--- config.mk ---
export PLATFORM = sky130hd
export DESIGN_NAME = crtc_host_regs
export DESIGN_NICKNAME = d
export VERILOG_FILES = /design/src/rtl/crtc_regs_pkg.sv /design/src/rtl/crtc_port_decode.sv /design/src/rtl/crtc_reg_bank.sv /design/src/rtl/crtc_lpen_latch.sv /design/src/rtl/crtc_host_regs.sv
export SDC_FILE = /design/constraint.sdc
export NUM_CORES = 1
export LEC_CHECK = 0
export ABC_AREA = 1
export BUFFER_PORTS_ARGS = -buffer_cell sky130_fd_sc_hd__clkbuf_2
export CAP_MARGIN = 20
export CORE_MARGIN = 3
export CORE_UTILIZATION = 43
export DETAILED_ROUTE_END_ITERATION = 8
export PLACE_DENSITY_LB_ADDON = 0.12
export REMOVE_ABC_BUFFERS = 1
export SYNTH_ARGS = -nofsm -noshare
export SYNTH_HDL_FRONTEND = slang
export SYNTH_SLANG_ARGS = --single-unit
--- constraint.sdc ---
create_clock -name clk -period 3.51 [get_ports clk]
set_input_delay 0.351 -clock clk [delete_from_list [all_inputs] [get_ports clk]]
set_output_delay 0.351 -clock clk [all_outputs]
set_load 0.03 [all_outputs]
--- src/rtl/crtc_regs_pkg.sv ---
package crtc_regs_pkg;

   localparam logic [7:0] IDX_START_HI  = 8'h0C;
   localparam logic [7:0] IDX_START_LO  = 8'h0D;
   localparam logic [7:0] IDX_CURSOR_HI = 8'h0E;
   localparam logic [7:0] IDX_CURSOR_LO = 8'h0F;
   localparam logic [7:0] IDX_VRS_LPHI  = 8'h10;
   localparam logic [7:0] IDX_VRE_LPLO  = 8'h11;

   localparam logic [7:0] BUS_IDLE = 8'hFF;

   typedef enum logic [1:0] {
      SRC_NONE,
      SRC_STORED,
      SRC_LPEN_HI,
      SRC_LPEN_LO
   } rd_src_e;

   function automatic logic [7:0] write_mask(input int idx);
      return (idx == int'(IDX_VRE_LPLO)) ? 8'h0F : 8'hFF;
   endfunction

   function automatic rd_src_e read_source(input logic [7:0] idx);
      rd_src_e s;
      case (idx)
         IDX_START_HI, IDX_START_LO,
         IDX_CURSOR_HI, IDX_CURSOR_LO: s = SRC_STORED;
         IDX_VRS_LPHI:                 s = SRC_LPEN_HI;
         IDX_VRE_LPLO:                 s = SRC_LPEN_LO;
         default:                      s = SRC_NONE;
      endcase
      return s;
   endfunction

endpackage

--- src/rtl/crtc_port_decode.sv ---
module crtc_port_decode #(
   parameter int            AW         = 16,
   parameter logic [AW-1:0] MONO_BASE  = 16'h03B0,
   parameter logic [AW-1:0] COLOR_BASE = 16'h03D0,
   parameter logic [AW-1:0] MISC_ADDR  = 16'h03C2,
   parameter int            IDX_OFF    = 4
) (
   input  logic [AW-1:0] addr,
   input  logic          wr,
   input  logic          wide,
   input  logic          rd,
   input  logic          color_sel,
   output logic          idx_we,
   output logic          dat_lo_we,
   output logic          dat_hi_we,
   output logic          misc_we,
   output logic          dat_rd,
   output logic          idx_rd
);

   localparam logic [AW-1:0] MONO_IDX  = MONO_BASE  + AW'(IDX_OFF);
   localparam logic [AW-1:0] MONO_DAT  = MONO_BASE  + AW'(IDX_OFF + 1);
   localparam logic [AW-1:0] COLOR_IDX = COLOR_BASE + AW'(IDX_OFF);
   localparam logic [AW-1:0] COLOR_DAT = COLOR_BASE + AW'(IDX_OFF + 1);

   if (IDX_OFF % 2 != 0) begin : g_chk_even
      $error("crtc_port_decode: address port must be at an even offset");
   end
   if (MONO_BASE == COLOR_BASE) begin : g_chk_bases
      $error("crtc_port_decode: the two bases must differ");
   end

   logic [AW-1:0] act_idx;
   logic [AW-1:0] act_dat;
   logic          hit_idx;
   logic          hit_dat;

   always_comb begin
      act_idx = color_sel ? COLOR_IDX : MONO_IDX;
      act_dat = color_sel ? COLOR_DAT : MONO_DAT;
      hit_idx = (addr == act_idx);
      hit_dat = (addr == act_dat);
   end

   assign idx_we    = wr & hit_idx;
   assign dat_lo_we = wr & hit_dat;
   assign dat_hi_we = wr & wide & hit_idx;
   assign misc_we   = wr & (addr == MISC_ADDR);
   assign dat_rd    = rd & hit_dat;
   assign idx_rd    = rd & hit_idx;

endmodule

--- src/rtl/crtc_reg_bank.sv ---
module crtc_reg_bank #(
   parameter int NUM_REGS = 25
) (
   input  logic                  clk,
   input  logic                  rst_n,
   input  logic                  idx_we,
   input  logic [7:0]            idx_wdata,
   input  logic                  dat_we,
   input  logic [7:0]            dat_idx,
   input  logic [7:0]            dat_wdata,
   input  logic                  misc_we,
   input  logic [7:0]            misc_wdata,
   output logic [7:0]            idx_q,
   output logic [7:0]            misc_q,
   output logic [NUM_REGS*8-1:0] regs_o
);

   localparam logic [7:0] LAST_IDX = 8'(NUM_REGS - 1);

   if (NUM_REGS < 18 || NUM_REGS > 256) begin : g_chk_count
      $error("crtc_reg_bank: NUM_REGS out of range");
   end

   always_ff @(posedge clk or negedge rst_n) begin
      if (!rst_n)      idx_q <= '0;
      else if (idx_we) idx_q <= idx_wdata;
   end

   always_ff @(posedge clk or negedge rst_n) begin
      if (!rst_n)       misc_q <= '0;
      else if (misc_we) misc_q <= misc_wdata;
   end

   for (genvar gi = 0; gi < NUM_REGS; gi++) begin : g_reg
      localparam logic [7:0] MASK = crtc_regs_pkg::write_mask(gi);
      logic [7:0] q;
      always_ff @(posedge clk or negedge rst_n) begin
         if (!rst_n)                               q <= '0;
         else if (dat_we && dat_idx == 8'(gi))     q <= dat_wdata & MASK;
      end
      assign regs_o[gi*8 +: 8] = q;
   end

   a_r4_out_of_range_ignored : assert property (@(posedge clk) disable iff (!rst_n)
      (dat_we && dat_idx > LAST_IDX) |=> $stable(regs_o));

   a_r7_retrace_end_masked : assert property (@(posedge clk) disable iff (!rst_n)
      (dat_we && dat_idx == crtc_regs_pkg::IDX_VRE_LPLO)
      |=> regs_o[8*17 +: 8] == {4'h0, $past(dat_wdata[3:0])});

   a_r2_misc_stored : assert property (@(posedge clk) disable iff (!rst_n)
      misc_we |=> misc_q == $past(misc_wdata));

endmodule

--- src/rtl/crtc_lpen_latch.sv ---
module crtc_lpen_latch #(
   parameter int MA_W      = 16,
   parameter int SYNC_DEPTH = 2
) (
   input  logic            clk,
   input  logic            rst_n,
   input  logic            strobe_i,
   input  logic [MA_W-1:0] scan_addr_i,
   output logic [MA_W-1:0] lpen_q
);

   logic strobe_s;
   logic strobe_prev;
   logic rise;

   if (SYNC_DEPTH == 0) begin : g_nosync
      assign strobe_s = strobe_i;
   end else begin : g_sync
      logic [SYNC_DEPTH-1:0] chain;
      always_ff @(posedge clk or negedge rst_n) begin
         if (!rst_n) chain <= '0;
         else        chain <= {chain[SYNC_DEPTH-2:0], strobe_i};
      end
      assign strobe_s = chain[SYNC_DEPTH-1];
   end

   always_ff @(posedge clk or negedge rst_n) begin
      if (!rst_n) strobe_prev <= 1'b0;
      else        strobe_prev <= strobe_s;
   end

   assign rise = strobe_s & ~strobe_prev;

   always_ff @(posedge clk or negedge rst_n) begin
      if (!rst_n)    lpen_q <= '0;
      else if (rise) lpen_q <= scan_addr_i;
   end

   a_r11_capture_only_on_edge : assert property (@(posedge clk) disable iff (!rst_n)
      !$stable(lpen_q) |-> $past(strobe_s) && !$past(strobe_prev));

   a_r11_held_strobe_no_recapture : assert property (@(posedge clk) disable iff (!rst_n)
      (strobe_s && strobe_prev) |=> $stable(lpen_q));

endmodule

--- src/rtl/crtc_host_regs.sv ---
module crtc_host_regs #(
   parameter int            AW         = 16,
   parameter int            NUM_REGS   = 25,
   parameter int            MA_W       = 16,
   parameter int            LPEN_SYNC  = 2,
   parameter logic [AW-1:0] MONO_BASE  = 16'h03B0,
   parameter logic [AW-1:0] COLOR_BASE = 16'h03D0,
   parameter logic [AW-1:0] MISC_ADDR  = 16'h03C2
) (
   input  logic                  clk,
   input  logic                  rst_n,
   input  logic [AW-1:0]         io_addr,
   input  logic [15:0]           io_wdata,
   input  logic                  io_wr,
   input  logic                  io_wide,
   input  logic                  io_rd,
   output logic [7:0]            io_rdata,
   input  logic [MA_W-1:0]       scan_addr_i,
   input  logic                  lpen_strobe_i,
   output logic [NUM_REGS*8-1:0] regs_o,
   output logic [7:0]            misc_o
);
   import crtc_regs_pkg::*;

   localparam int IDX_OFF = 4;

   if (MA_W < 9 || MA_W > 16) begin : g_chk_ma
      $error("crtc_host_regs: MA_W must lie in 9..16");
   end
   if (LPEN_SYNC < 0 || LPEN_SYNC == 1) begin : g_chk_sync
      $error("crtc_host_regs: LPEN_SYNC must be 0 or at least 2");
   end

   logic idx_we, dat_lo_we, dat_hi_we, misc_we, dat_rd, idx_rd;
   logic [7:0] idx_q;
   logic [MA_W-1:0] lpen_q;

   crtc_port_decode #(
      .AW(AW), .MONO_BASE(MONO_BASE), .COLOR_BASE(COLOR_BASE),
      .MISC_ADDR(MISC_ADDR), .IDX_OFF(IDX_OFF)
   ) u_decode (
      .addr(io_addr), .wr(io_wr), .wide(io_wide), .rd(io_rd),
      .color_sel(misc_o[0]),
      .idx_we(idx_we), .dat_lo_we(dat_lo_we), .dat_hi_we(dat_hi_we),
      .misc_we(misc_we), .dat_rd(dat_rd), .idx_rd(idx_rd)
   );

   logic       dat_we;
   logic [7:0] dat_idx;
   logic [7:0] dat_val;

   always_comb begin
      dat_we  = dat_lo_we | dat_hi_we;
      dat_idx = dat_hi_we ? io_wdata[7:0]  : idx_q;
      dat_val = dat_hi_we ? io_wdata[15:8] : io_wdata[7:0];
   end

   crtc_reg_bank #(.NUM_REGS(NUM_REGS)) u_bank (
      .clk(clk), .rst_n(rst_n),
      .idx_we(idx_we), .idx_wdata(io_wdata[7:0]),
      .dat_we(dat_we), .dat_idx(dat_idx), .dat_wdata(dat_val),
      .misc_we(misc_we), .misc_wdata(io_wdata[7:0]),
      .idx_q(idx_q), .misc_q(misc_o), .regs_o(regs_o)
   );

   crtc_lpen_latch #(.MA_W(MA_W), .SYNC_DEPTH(LPEN_SYNC)) u_lpen (
      .clk(clk), .rst_n(rst_n),
      .strobe_i(lpen_strobe_i), .scan_addr_i(scan_addr_i),
      .lpen_q(lpen_q)
   );

   logic [15:0] lpen_ext;
   logic [7:0]  stored_byte;
   rd_src_e     src;

   assign lpen_ext = 16'(lpen_q);

   always_comb begin
      stored_byte = BUS_IDLE;
      for (int k = 0; k < NUM_REGS; k++) begin
         if (idx_q == 8'(k)) stored_byte = regs_o[k*8 +: 8];
      end
   end

   always_comb begin
      src = read_source(idx_q);
      io_rdata = BUS_IDLE;
      if (dat_rd) begin
         case (src)
            SRC_STORED:  io_rdata = stored_byte;
            SRC_LPEN_HI: io_rdata = lpen_ext[15:8];
            SRC_LPEN_LO: io_rdata = lpen_ext[7:0];
            default:     io_rdata = BUS_IDLE;
         endcase
      end
   end

   logic [AW-1:0] other_idx;
   logic [AW-1:0] act_idx;
   assign other_idx = (misc_o[0] ? MONO_BASE : COLOR_BASE) + AW'(IDX_OFF);
   assign act_idx   = (misc_o[0] ? COLOR_BASE : MONO_BASE) + AW'(IDX_OFF);

   a_r5_inactive_base_ignored : assert property (@(posedge clk) disable iff (!rst_n)
      (io_wr && (io_addr == other_idx || io_addr == other_idx + AW'(1)))
      |=> $stable(regs_o) && $stable(idx_q));

   a_r6_wide_loads_index : assert property (@(posedge clk) disable iff (!rst_n)
      (io_wr && io_wide && io_addr == act_idx) |=> idx_q == $past(io_wdata[7:0]));

   a_r3_narrow_single_target : assert property (@(posedge clk) disable iff (!rst_n)
      (io_wr && !io_wide) |-> $onehot0({idx_we, dat_lo_we, misc_we}));

   a_r10_idx_port_undriven : assert property (@(posedge clk) disable iff (!rst_n)
      idx_rd |-> io_rdata == BUS_IDLE);

endmodule

==> out/metrics.cfg <==
[timing]
rsz0062_at_grt=yes
fin_crit_sh_pct=97.9
worst_slew_pin_slew_ns=0.814
clock.fmax_mhz=291
worst_clock_skew_ns=0.0267
finalMaxSlewViolations=0
max_slew_margin_pct=45.5
setup_viol=0
period_needed_ns=3.44
finalHoldViolCount=0

[setup_path]
cp_max_fo=8
crit_type=reg2out
path_delay_family=simple AND/OR/NAND/NOR gates
critPathLaunchType=flop
endpoint_kind=output port
worst-path-buf-inv=4
max_stage_delay_ns=0.46
cp_slowest_cell=dfrtp_2
crit_chain=nand2_2, inv_2, nand2_2, nor2_2, inv_2, buf_6, nor2_4, nor2_2, nand4_1, nand2_1, nand4_1, nor2_2, nand4_1, nand2_1, nand2_1, nand2_2, nand4_1, nor2_1, nand3_1, nand2_2, buf_6
critical_path_required_ns=3.16
cp_data_arrival_time_ns=3.08

[cts]
cts_tree=yes
cts_root_buffer=clkbuf_16
htree_levels=1
clk_pin_slew_ns=0.06
worstSkewPairLatency_ns=0.56
clock-sinks=231
cts_buffer_depth=3
numCtsBuffers=26

[detailed_routing]
wl_per_cell_um=18.9
viasPerCell=5.12
drcViolationCount=0
first_iter_violations=666
antenna_left=0
via_count=10100
wirelength_mm=37.4
drt-pass1-iter-count=5

[grt]
antenna_found_initial=2
grt_use_total_pct=25.2
grt_overflow_total=0
grt_start_max_net_pins=102
grt_pass1_wl_mm=57.1
first_global_vias=9923

[power_and_ir_drop]
p_leak_nw=7.01
power_density_nw_per_um2=396
ir_drop_uv=428

[placed_design]
dpl.hpwl_mm=27.3
place_congestion=0.859
io_buffers=265
dpl_cell_area_um2=13300

[logic_synthesis]
ys_seq_area_share_pct=49.6
netlist_instances=1335
ys_seq_elements=231
netlist_area_um2=11600
synth_area_per_cell_um2=8.72
synth.distinct_cells=40
yosysWarningCount=0

[finish]
diodes=0
final_area_um2=14600
area_growth_pct=25.4
final_cell_mix=nand2_1, clkbuf_2, dfrtp_1
layout_commonest_cell=nand2_1
fin_util_pct=55.4
fillerInstances=2511
nets=1680
drive_gt1_share_pct=36.1

[hold_path]
hp-class=in2reg

[run_status]
status=complete, no violations

[floorplanning]
die_w_um=171
fp.dieH_um=171
core_um2=26400
dieArea_um2=29100
start_util_pct=44.2
io_pins=270
fp-row-count=59

[job]
max_cap_viol_count=0

## power by group
group          switching, mW  total (mW)  internal [mW]  leakage (nW)
clock network           1.15        2.84           1.69         0.449
registers             0.0153        2.71           2.69          3.15
logic                  0.164       0.231         0.0669          3.41
## worst paths after layout
path                       slack (ns)  cells after the start                              from                               end
min in group asynchronous        0.46                      2                             rst_n  u_bank.g_reg[4].q[4]$_DFFE_PN0P_
min reg2reg                      0.36                      0  u_lpen.g_sync.chain[0]$_DFF_PN0_  u_lpen.g_sync.chain[1]$_DFF_PN0_
min                              0.02                      3                       io_wdata[2]       u_bank.idx_q[2]$_DFFE_PN0P_
max                              0.07                     21       u_bank.idx_q[0]$_DFFE_PN0P_                       io_rdata[1]
max in group asynchronous        2.17                      3                             rst_n     u_lpen.lpen_q[11]$_DFFE_PN0P_
max reg2reg                      0.59                     10      u_bank.misc_q[0]$_DFFE_PN0P_  u_bank.g_reg[6].q[3]$_DFFE_PN0P_
## final cells by class
class / instances / area, µm² / area share [%]
Timing Repair Buffer: 313 / 1760 / 12.1
Clock buffer: 36 / 778 / 5.33
Sequential cell: 231 / 5790 / 39.6
Multi-Input combinational cell: 915 / 5190 / 35.6
Tap cell: 335 / 419 / 2.87
Inverter: 139 / 533 / 3.65
Clock inverter: 12 / 126 / 0.866
## logic make-up (layout without fill, tap and decap cells)
kind of cell           count (synthesis)  count (layout)  synth area share, %
multiplexers                          16              16                 1.55
buffers and inverters                193             500                 7.77
AO/OA/AOI/OAI                        254             254                 13.8
other                                  1               4               0.0322
AND/OR/NAND/NOR                      640             641                 27.2
flip-flops                           231             231                 49.6
## what timing repair did
item,CTS,global route
hold buffers,2,0
cloned,0,2
endpoints found under the hold margin,99,0
pin swaps,10,24
setup buffers,13,7
gates resized for setup,32,52
endpoints found under the setup margin,8,8
## metal layers
metal	global-route usage, %	part of all wire (%)	wire length [µm]
met1	34.3	44	16500
met2	41.6	47	17600
met3	4.27	5.9	2220
met4	7.90	3.0	1130
met5	0	0.080	30
## cells in the mapped netlist
cell | count | area (µm²)
a21oi_1 | 11 | 55.1
nor2_2 | 2 | 12.5
nand3_4 | 23 | 403
inv_4 | 4 | 25.0
o22ai_1 | 3 | 18.8
nor2_4 | 1 | 11.3
buf_2 | 10 | 50.1
and2_4 | 1 | 8.76
nor2_8 | 9 | 180
nor3_4 | 1 | 16.3
o21ai_0 | 25 | 125
nand2_1 | 390 | 1460
nor3_2 | 1 | 10.0
nor2_1 | 101 | 379
nand4_1 | 35 | 219
buf_6 | 16 | 180
clkbuf_2 | 2 | 10.0
mux2_2 | 16 | 180
o41ai_2 | 1 | 16.3
nand2_4 | 1 | 11.3
clkinv_1 | 2 | 7.51
o21bai_1 | 1 | 7.51
inv_1 | 130 | 488
or2_2 | 39 | 244
nor4_2 | 2 | 25.0
buf_12 | 1 | 20.0
o21ai_2 | 62 | 543
o21ai_1 | 137 | 686
inv_2 | 3 | 11.3
dfrtp_1 | 231 | 5780
o21ai_4 | 5 | 81.3
nand3_1 | 23 | 115
nand3_2 | 2 | 20.0
o211ai_1 | 1 | 7.51
buf_4 | 5 | 37.5
clkbuf_1 | 20 | 75.1
nor3_1 | 7 | 35.0
a221oi_1 | 8 | 70.1
conb_1 | 1 | 3.75
nor4_1 | 2 | 12.5
## flip-flops by register name, summed over array words and instances (netlist names)
name and count:
u_bank.misc_q 8, u_bank.idx_q 8, u_lpen.g_sync.chain 2, u_lpen.strobe_prev 1, u_bank.g.q 196, u_lpen.lpen_q 16
## stage by stage
stage / instances / setup WS, ns / hold slack [ns] / setup TNS (ns) / power (mW)
final: 1981 / 0.0743 / 0.0250 / 0 / 5.78
after global routing: 1981 / -0.157 / 0.0200 / -0.829 / 5.95
after CTS: 1972 / -0.0268 / 0.00941 / -0.0268 / 5.83
after detailed placement: 1909 / 0.180 / 0.353 / 0 / 2.99
after global placement: 1909 / 0.180 / 0.353 / 0 / 2.98
after floorplan: 1284 / 0.128 / 0.0554 / 0 / 2.83
## tightest hold or removal path: stages
cell      delay, ns
clkbuf_2       0.09
nand2_1        0.04
o21ai_0        0.06
No activity file was read; power rests on OpenSTA's default activity.
